===== config.mk =====
export PLATFORM = sky130hd
export DESIGN_NAME = irq_chk_status
export DESIGN_NICKNAME = d
export VERILOG_FILES = /design/src/rtl/irq_chk_pkg.sv /design/src/rtl/irq_evt_edge.sv /design/src/rtl/irq_pend_cell.sv /design/src/rtl/irq_reg_port.sv /design/src/rtl/irq_line_drv.sv /design/src/rtl/irq_chk_status.sv
export SDC_FILE = /design/constraint.sdc
export NUM_CORES = 1
export LEC_CHECK = 0
export BUFFER_PORTS_ARGS = -buffer_cell sky130_fd_sc_hd__buf_4
export CAP_MARGIN = 20
export CORE_ASPECT_RATIO = 0.9
export CORE_MARGIN = 2
export CORE_UTILIZATION = 42
export DETAILED_ROUTE_END_ITERATION = 10
export PLACE_DENSITY = 0.78
export SLEW_MARGIN = 10
export SYNTH_ARGS = -nofsm -noshare
export SYNTH_HDL_FRONTEND = slang
export SYNTH_HIERARCHICAL = 1
export SYNTH_SLANG_ARGS = --single-unit
export TNS_END_PERCENT = 30

===== constraint.sdc =====
create_clock -name clk -period 1.6 [get_ports clk]
set_input_delay 0.4 -clock clk [delete_from_list [all_inputs] [get_ports clk]]
set_output_delay 0.4 -clock clk [all_outputs]
set_load 0.02 [all_outputs]

===== src/rtl/irq_chk_pkg.sv =====
package irq_chk_pkg;

   typedef enum logic [1:0] {
      REG_PEND = 2'd0,
      REG_MASK = 2'd1,
      REG_CHK  = 2'd2,
      REG_SUM  = 2'd3
   } reg_sel_e;

   localparam int unsigned CHK_CLR_BIT = 0;
   localparam int unsigned SUM_SRC_BIT = 0;
   localparam int unsigned SUM_CHK_BIT = 1;

   localparam int unsigned EVT_PULSE = 0;
   localparam int unsigned EVT_EDGE  = 1;

   function automatic reg_sel_e to_sel(input logic [1:0] low_addr);
      return reg_sel_e'(low_addr);
   endfunction

endpackage


===== src/rtl/irq_evt_edge.sv =====
module irq_evt_edge (
   input  logic clk,
   input  logic rst_n,
   input  logic lvl_i,
   output logic pulse_o
);
   logic lvl_q;

   always_ff @(posedge clk or negedge rst_n) begin
      if (!rst_n) lvl_q <= 1'b0;
      else        lvl_q <= lvl_i;
   end

   assign pulse_o = lvl_i & ~lvl_q;
endmodule


===== src/rtl/irq_pend_cell.sv =====
module irq_pend_cell (
   input  logic clk,
   input  logic rst_n,
   input  logic set_i,
   input  logic clr_i,
   output logic q_o
);
   logic q_d;

   always_comb begin
      q_d = q_o;
      if (clr_i) q_d = 1'b0;
      if (set_i) q_d = 1'b1;
   end

   always_ff @(posedge clk or negedge rst_n) begin
      if (!rst_n) q_o <= 1'b0;
      else        q_o <= q_d;
   end
endmodule


===== src/rtl/irq_reg_port.sv =====
module irq_reg_port
   import irq_chk_pkg::*;
#(
   parameter int unsigned NUM_SRC = 4,
   parameter int unsigned ADDR_W  = 4,
   parameter int unsigned DATA_W  = 8
) (
   input  logic               clk,
   input  logic               rst_n,
   input  logic               wr_i,
   input  logic [ADDR_W-1:0]  addr_i,
   input  logic [DATA_W-1:0]  wdata_i,
   input  logic [NUM_SRC-1:0] pend_i,
   input  logic               chk_i,
   input  logic               src_active_i,
   output logic [NUM_SRC-1:0] pend_clr_o,
   output logic               chk_clr_o,
   output logic [DATA_W-1:0]  mask_o,
   output logic [DATA_W-1:0]  rdata_o
);
   localparam int unsigned PAD_W = DATA_W - NUM_SRC;

   logic     hit;
   reg_sel_e sel;

   generate
      if (ADDR_W > 2) begin : g_wide_addr
         assign hit = (addr_i[ADDR_W-1:2] == '0);
      end else begin : g_narrow_addr
         assign hit = 1'b1;
      end
   endgenerate

   assign sel = to_sel(addr_i[1:0]);

   logic wr_pend, wr_mask, wr_chk;
   assign wr_pend = wr_i && hit && (sel == REG_PEND);
   assign wr_mask = wr_i && hit && (sel == REG_MASK);
   assign wr_chk  = wr_i && hit && (sel == REG_CHK);

   assign pend_clr_o = wr_pend ? wdata_i[NUM_SRC-1:0] : '0;
   assign chk_clr_o  = wr_chk & wdata_i[CHK_CLR_BIT];

   always_ff @(posedge clk or negedge rst_n) begin
      if (!rst_n)       mask_o <= '0;
      else if (wr_mask) mask_o <= wdata_i;
   end

   logic [DATA_W-1:0] pend_ext;
   generate
      if (PAD_W > 0) begin : g_pad
         assign pend_ext = {{PAD_W{1'b0}}, pend_i};
      end else begin : g_nopad
         assign pend_ext = pend_i;
      end
   endgenerate

   always_comb begin
      rdata_o = '0;
      if (hit) begin
         unique case (sel)
            REG_PEND: rdata_o = pend_ext;
            REG_MASK: rdata_o = mask_o;
            REG_CHK:  rdata_o[CHK_CLR_BIT] = chk_i;
            REG_SUM: begin
               rdata_o[SUM_SRC_BIT] = src_active_i;
               rdata_o[SUM_CHK_BIT] = chk_i;
            end
            default:  rdata_o = '0;
         endcase
      end
   end
endmodule


===== src/rtl/irq_line_drv.sv =====
module irq_line_drv (
   input  logic clk,
   input  logic rst_n,
   input  logic assert_i,
   output logic oe_o
);
   always_ff @(posedge clk or negedge rst_n) begin
      if (!rst_n) oe_o <= 1'b0;
      else        oe_o <= assert_i;
   end
endmodule


===== src/rtl/irq_chk_status.sv =====
module irq_chk_status
   import irq_chk_pkg::*;
#(
   parameter int unsigned NUM_SRC  = 4,
   parameter int unsigned ADDR_W   = 4,
   parameter int unsigned DATA_W   = 8,
   parameter int unsigned EVT_MODE = EVT_PULSE
) (
   input  logic               clk,
   input  logic               rst_n,
   input  logic [NUM_SRC-1:0] evt_i,
   input  logic               err_i,
   input  logic               reg_wr_i,
   input  logic [ADDR_W-1:0]  reg_addr_i,
   input  logic [DATA_W-1:0]  reg_wdata_i,
   output logic [DATA_W-1:0]  reg_rdata_o,
   output logic               irq_oe_o,
   output logic               chk_oe_o
);
   generate
      if (NUM_SRC < 1 || NUM_SRC > DATA_W) begin : g_bad_src
         $error("NUM_SRC must be between 1 and DATA_W");
      end
      if (ADDR_W < 2) begin : g_bad_addr
         $error("ADDR_W must be at least 2");
      end
      if (DATA_W < 2) begin : g_bad_data
         $error("DATA_W must be at least 2");
      end
      if (EVT_MODE != EVT_PULSE && EVT_MODE != EVT_EDGE) begin : g_bad_mode
         $error("EVT_MODE must select pulse or edge input");
      end
   endgenerate

   logic [NUM_SRC-1:0] evt_eff;
   logic [NUM_SRC-1:0] pend_q;
   logic [NUM_SRC-1:0] pend_clr;
   logic [DATA_W-1:0]  mask_q;
   logic               chk_q;
   logic               chk_clr;
   logic               src_active;

   generate
      if (EVT_MODE == EVT_EDGE) begin : g_edge_in
         for (genvar i = 0; i < NUM_SRC; i++) begin : g_det
            irq_evt_edge u_det (
               .clk     (clk),
               .rst_n   (rst_n),
               .lvl_i   (evt_i[i]),
               .pulse_o (evt_eff[i])
            );
         end
      end else begin : g_pulse_in
         assign evt_eff = evt_i;
      end
   endgenerate

   generate
      for (genvar i = 0; i < NUM_SRC; i++) begin : g_pend
         irq_pend_cell u_cell (
            .clk   (clk),
            .rst_n (rst_n),
            .set_i (evt_eff[i]),
            .clr_i (pend_clr[i]),
            .q_o   (pend_q[i])
         );
      end
   endgenerate

   irq_pend_cell u_chk (
      .clk   (clk),
      .rst_n (rst_n),
      .set_i (err_i),
      .clr_i (chk_clr),
      .q_o   (chk_q)
   );

   assign src_active = |(pend_q & ~mask_q[NUM_SRC-1:0]);

   irq_reg_port #(
      .NUM_SRC (NUM_SRC),
      .ADDR_W  (ADDR_W),
      .DATA_W  (DATA_W)
   ) u_regs (
      .clk          (clk),
      .rst_n        (rst_n),
      .wr_i         (reg_wr_i),
      .addr_i       (reg_addr_i),
      .wdata_i      (reg_wdata_i),
      .pend_i       (pend_q),
      .chk_i        (chk_q),
      .src_active_i (src_active),
      .pend_clr_o   (pend_clr),
      .chk_clr_o    (chk_clr),
      .mask_o       (mask_q),
      .rdata_o      (reg_rdata_o)
   );

   irq_line_drv u_irq_drv (
      .clk      (clk),
      .rst_n    (rst_n),
      .assert_i (src_active),
      .oe_o     (irq_oe_o)
   );

   irq_line_drv u_chk_drv (
      .clk      (clk),
      .rst_n    (rst_n),
      .assert_i (chk_q),
      .oe_o     (chk_oe_o)
   );
endmodule


After elaboration in Yosys (flattened, before gate mapping):

Cells that the tools add are included.

* eq/ne operators: 3
* multiplexer cells: 15
* bitwise gates (word level): 3
* reductions and logical operators: 12

Operators by type and width (count)
* $pmux 6 s2: 1
* $mux 1: 10
* $reduce_bool 2->1: 5
* $mux 8: 1
* $and 4x4->4: 1
* $eq 2x2->1 const B: 2
* $logic_and 1x1->1: 4
* $logic_not 2->1: 2
* $mux 4: 1
* $not 4->4: 1
* $pmux 1 s4: 1
* $reduce_or 4->1: 1
* $pmux 1 s3: 1
* $eq 2x1->1 const B: 1
* $and 1x1->1: 1

* flip-flop bits (word level): 15
* input port bits: 20
* output and inout port bits: 10
* logic and storage cells: 41

Logic depth before layout (Yosys ltp):

* depth after elaboration: 6
* gate-level depth with buffers: 5
* depth with buffers taken out: 5

By module:

Netlist, hierarchy kept.

Modules (own cells, without submodules)
* irq_reg_port: times used 1, cells an instance 41, area each 515.5 sq um, seq. area each 200.2 sq um
* irq_pend_cell: times used 5, cells an instance 3, area each 36.3 sq um, seq. area each 25.0 sq um
* irq_line_drv: times used 2, cells an instance 1, area each 25.0 sq um, seq. area each 25.0 sq um
* irq_chk_status: times used 1, cells an instance 5, area each 37.5 sq um, seq. area each 0.0 sq um

Worst setup path after synthesis:

No wires, ideal clock.

* path kind: register -> output
* from: register u_regs.mask_o[2]
* to: output port reg_rdata_o[0]
* data arrival time: 1.341 ns
* required time: 1.200 ns
* path slack: -0.141 ns
* stages on the path, launching flop included: 5
* path buffers: 0
* cell sequence: dfrtp_1 -> nand2b_1 -> o2111ai_2 -> mux4_1 -> nor3b_1

* word-level cells in the longest chain between the ends: 5

Ends and longest elaborated chain
* start, declared: line irq_reg_port.sv:18 `output logic [DATA_W-1:0] mask_o,`
* start signal, assigned: line irq_reg_port.sv:46 `else if (wr_mask) mask_o <= wdata_i;`
* $not 4->4: line irq_chk_status.sv:78 `assign src_active = |(pend_q & ~mask_q[NUM_SRC-1:0]);`
* $and 4x4->4: line irq_chk_status.sv:78
* $reduce_or 4->1: line irq_chk_status.sv:78
* via src_active: line irq_chk_status.sv:41 `logic src_active;`
* $pmux 1 s4: line irq_reg_port.sv:61 `unique case (sel)`
* $mux 8: line irq_reg_port.sv:60 `if (hit) begin`
* end, declared: line irq_chk_status.sv:16 `output logic [DATA_W-1:0] reg_rdata_o,`

The timed path passes the listed nets, and every way through them passes these cells.

Worst setup path in the final report:

* from: register g_pend[0].u_cell.q_o
* to: output port reg_rdata_o[0]

* word-level cells in the longest chain between the ends: 4

Ends and longest elaborated chain
* start, declared: line irq_pend_cell.sv:6 `output logic q_o`
* start signal, assigned: line irq_pend_cell.sv:18 `else q_o <= q_d;`
* $and 4x4->4: line irq_chk_status.sv:78
* $reduce_or 4->1: line irq_chk_status.sv:78
* via src_active: line irq_chk_status.sv:41
* $pmux 1 s4: line irq_reg_port.sv:61
* $mux 8: line irq_reg_port.sv:60

The timed path passes the listed nets, and every way through them passes these cells.

==> flow_summary_export.csv <==
group,metric,value,unit
finish,drive_above_1_share,0.589,
detailed_routing,wl_per_cell,12.7,µm
detailed_routing,post-route-drc-count,0,
sta,setup_viol,4,
sta,fin_ws,-490,ps
global_routing,antenna_found_initial,0,
worst_setup_path,critPathMaxFanout,2,
place,io_buffers,29,
worst_setup_path,critical-path-max-stage-delay,490,ps
sta,period_share,1.31,
place,dpl.hpwl,1400,µm
worst_setup_path,path_cells,"nand2b_1 -> o2111ai_2 -> mux4_2 -> nor3b_2 -> buf_4",
place,place_area,0.00113,mm²
detailed_routing,ant_nets,0,
cts,clock_latency,270,ps
cts,clock-sinks,15,
die,dieArea,0.00223,mm²
status,outcome,"complete, but fails checks",
place,gp_congestion,0.773,
cts,cts_buffer_depth,2,
worst_setup_path,r2r_slack,480,ps
status,failed_checks,"negative setup slack",
die,core_area,0.00172,mm²
worst_setup_path,critPathRequiredTime,1200,ps
flow_run,drv_cap,0,
die,die_x,49.6,µm
finish,final_cells,136,
sta,fin_skew,1.52,ps
detailed_routing,drtIter0Drc,2,
detailed_routing,viasPerCell,4.88,
global_routing,grt_overflow,0,
power,p_leak,0.558,nW
finish,diodes,0,
worst_setup_path,worst_path_max_delay_cell,"mux4_2",
logic_synthesis,synth_warnings,6,
finish,area_delta_synth_final,51.8,%
detailed_routing,first_pass_iters,4,
worst_setup_path,critPathArrivalTime,1690,ps
global_routing,grt_max_degree,16,
sta,finalHoldViolations,0,
worst_setup_path,crit_type,"reg -> out",
power,powerDensity,773,mW/mm²
sta,drv_slew,0,
cts,ctsHtreeMaxLevel,1,
sta,slew_headroom,0.826,
detailed_routing,drt_wl_total,1730,µm
cts,cts_root_buffer,"clkbuf_4",
die,io_pins,30,
sta,worst_pin_slew,261,ps
finish,fin_area,0.00119,mm²
logic_synthesis,ys_seq_area_frac,0.478,
logic_synthesis,syn-cell-area,785,µm²
global_routing,gr-usage-all-layers,0.184,
place,place_inst,128,
sta,rsz0062_at_grt,"yes",
logic_synthesis,ys_ff_latch,15,
logic_synthesis,synth-main-ff-cell,"dfrtp_1",
die,initial_core_util,0.457,
sta,fmax,0.478,GHz
logic_synthesis,syn_area_per_cell,12.5,µm²
cts,clk_pin_slew,80,ps
finish,nets,133,
worst_setup_path,end_kind,"primary output",
detailed_routing,dr_total_vias,663,
worst_setup_path,startpoint_type,"flip-flop",
global_routing,grt_pass1_wl,3030,µm
logic_synthesis,syn_inst,63,
sta,min_period,2090,ps
logic_synthesis,synth_edf_count,0,
logic_synthesis,postSynth.asyncResetShare,1.00,
die,num_rows,14,
min_path,hold_class,"in -> reg",
finish,post-route-util,0.694,
cts,cts_tree,"built",
cts,cts_inserted_buffers,3,
die,die_h,45,µm
logic_synthesis,synth_cell_type_count,23,
power,ir_drop,0.469,mV
logic_synthesis,synth_fp_nets,83,
global_routing,first_global_vias,689,
## cell families after synthesis
family,Yosys count,share of synthesized area
multiplexers,12,0.187
flip-flops,15,0.478
buffers and inverters,7,0.0431
AND/OR/NAND/NOR,22,0.215
AO/OA/AOI/OAI,7,0.0766
## report_power, final
part | leakage, nW | internal (mW) | switching [mW] | total (mW)
Clock | 0.0150 | 0.0965 | 0.111 | 0.208
Combinational | 0.383 | 0.163 | 0.0959 | 0.259
Sequential | 0.160 | 0.429 | 0.0253 | 0.454
## critical path: cells and delay by family (launching register included)
kind / cells / cell delay, ps
multiplexers: 1 / 490
flip-flops: 1 / 400
AND/OR/NAND/NOR: 2 / 260
buffers and inverters: 1 / 150
AO/OA/AOI/OAI: 1 / 130
## layout by cell type (no fill, tap or decap)
cell	n
and3_1	4
a21o_1	5
nand2b_1	3
o21a_1	1
buf_4	43
inv_1	6
nand3_4	1
mux2_1	1
o2111ai_2	1
or3_4	1
nor3_2	1
nor3b_2	2
nor2_1	3
clkbuf_1	1
dlygate4sd3_1	1
nor4b_1	1
mux2_2	7
mux4_2	1
and2_2	3
clkbuf_4	3
nand3_1	1
nor3_4	1
dfrtp_1	15
nand3b_1	1
buf_6	2
mux2i_1	3
## layout make-up
class                           instances  area [µm²]
Fill cell                             147         526
Multi-Input combinational cell         41         382
Sequential cell                        15         375
Timing Repair Buffer                   46         355
Tap cell                               24        30.0
Clock buffer                            4        26.3
Inverter                                6        22.5
## metal layers
layer | wire (µm) | global-route usage | vias up
met2 | 840 | 0.299 | 26
li1 | - | - | 323
met5 | 0 | 0 | -
met4 | 5 | 0.0667 | 0
met3 | 105 | 0.0497 | 2
met1 | 780 | 0.240 | 312
## final timing paths
check	start	end	cells after the start
setup / recovery	g_pend[0].u_cell/q_o	reg_rdata_o[0]	5
hold / removal	evt_i[1]	g_pend[1].u_cell/q_o	2
setup reg to reg	u_regs/mask_o[2]	u_regs/mask_o[2]	4
hold reg to reg	u_regs/mask_o[6]	u_regs/mask_o[6]	1
max in group asynchronous	rst_n	u_regs/mask_o[6]	2
min in group asynchronous	rst_n	u_irq_drv/oe_o	2
## flip-flops by register name, summed over array words and instances (netlist names)
signal	count
u_chk/q_o	1
u_regs/mask_o	8
g_pend.u_cell/q_o	4
u_irq_drv/oe_o	1
u_chk_drv/oe_o	1
## synth_stat cells, drive strengths merged (2+ instances only)
cell	instances	area, µm²
dfrtp	15	375
mux2	8	90.1
inv	6	22.5
a21o	5	37.5
and3	4	25.0
and2	3	22.5
mux2i	3	30.0
nand2b	3	18.8
nor2	3	11.3
nand3	2	22.5
nor3	2	21.3
nor3b	2	20.0
## repair_timing
| action | 4_1_cts | 5_1_grt |
|---|---|---|
| hold buffers | 1 | 0 |
| gates resized for setup | 1 | 2 |
| hold endpoints to repair | 15 | 0 |
| pin swaps | 2 | 2 |
| setup buffers | 2 | 1 |
| setup endpoints to repair | 4 | 4 |
## per-stage QoR
stage / power (mW) / setup slack (ps) / hold WS [ps] / TNS, ps
after floorplan: 0.563 / -21.3 / 104 / -21.3
after global placement: 0.677 / -144 / 263 / -406
after detailed placement: 0.687 / -206 / 266 / -531
after CTS: 0.921 / -506 / 288 / -646
after global routing: 0.989 / -589 / 283 / -1030
final: 0.921 / -490 / 297 / -742
No activity file was read; power rests on OpenSTA's default activity.
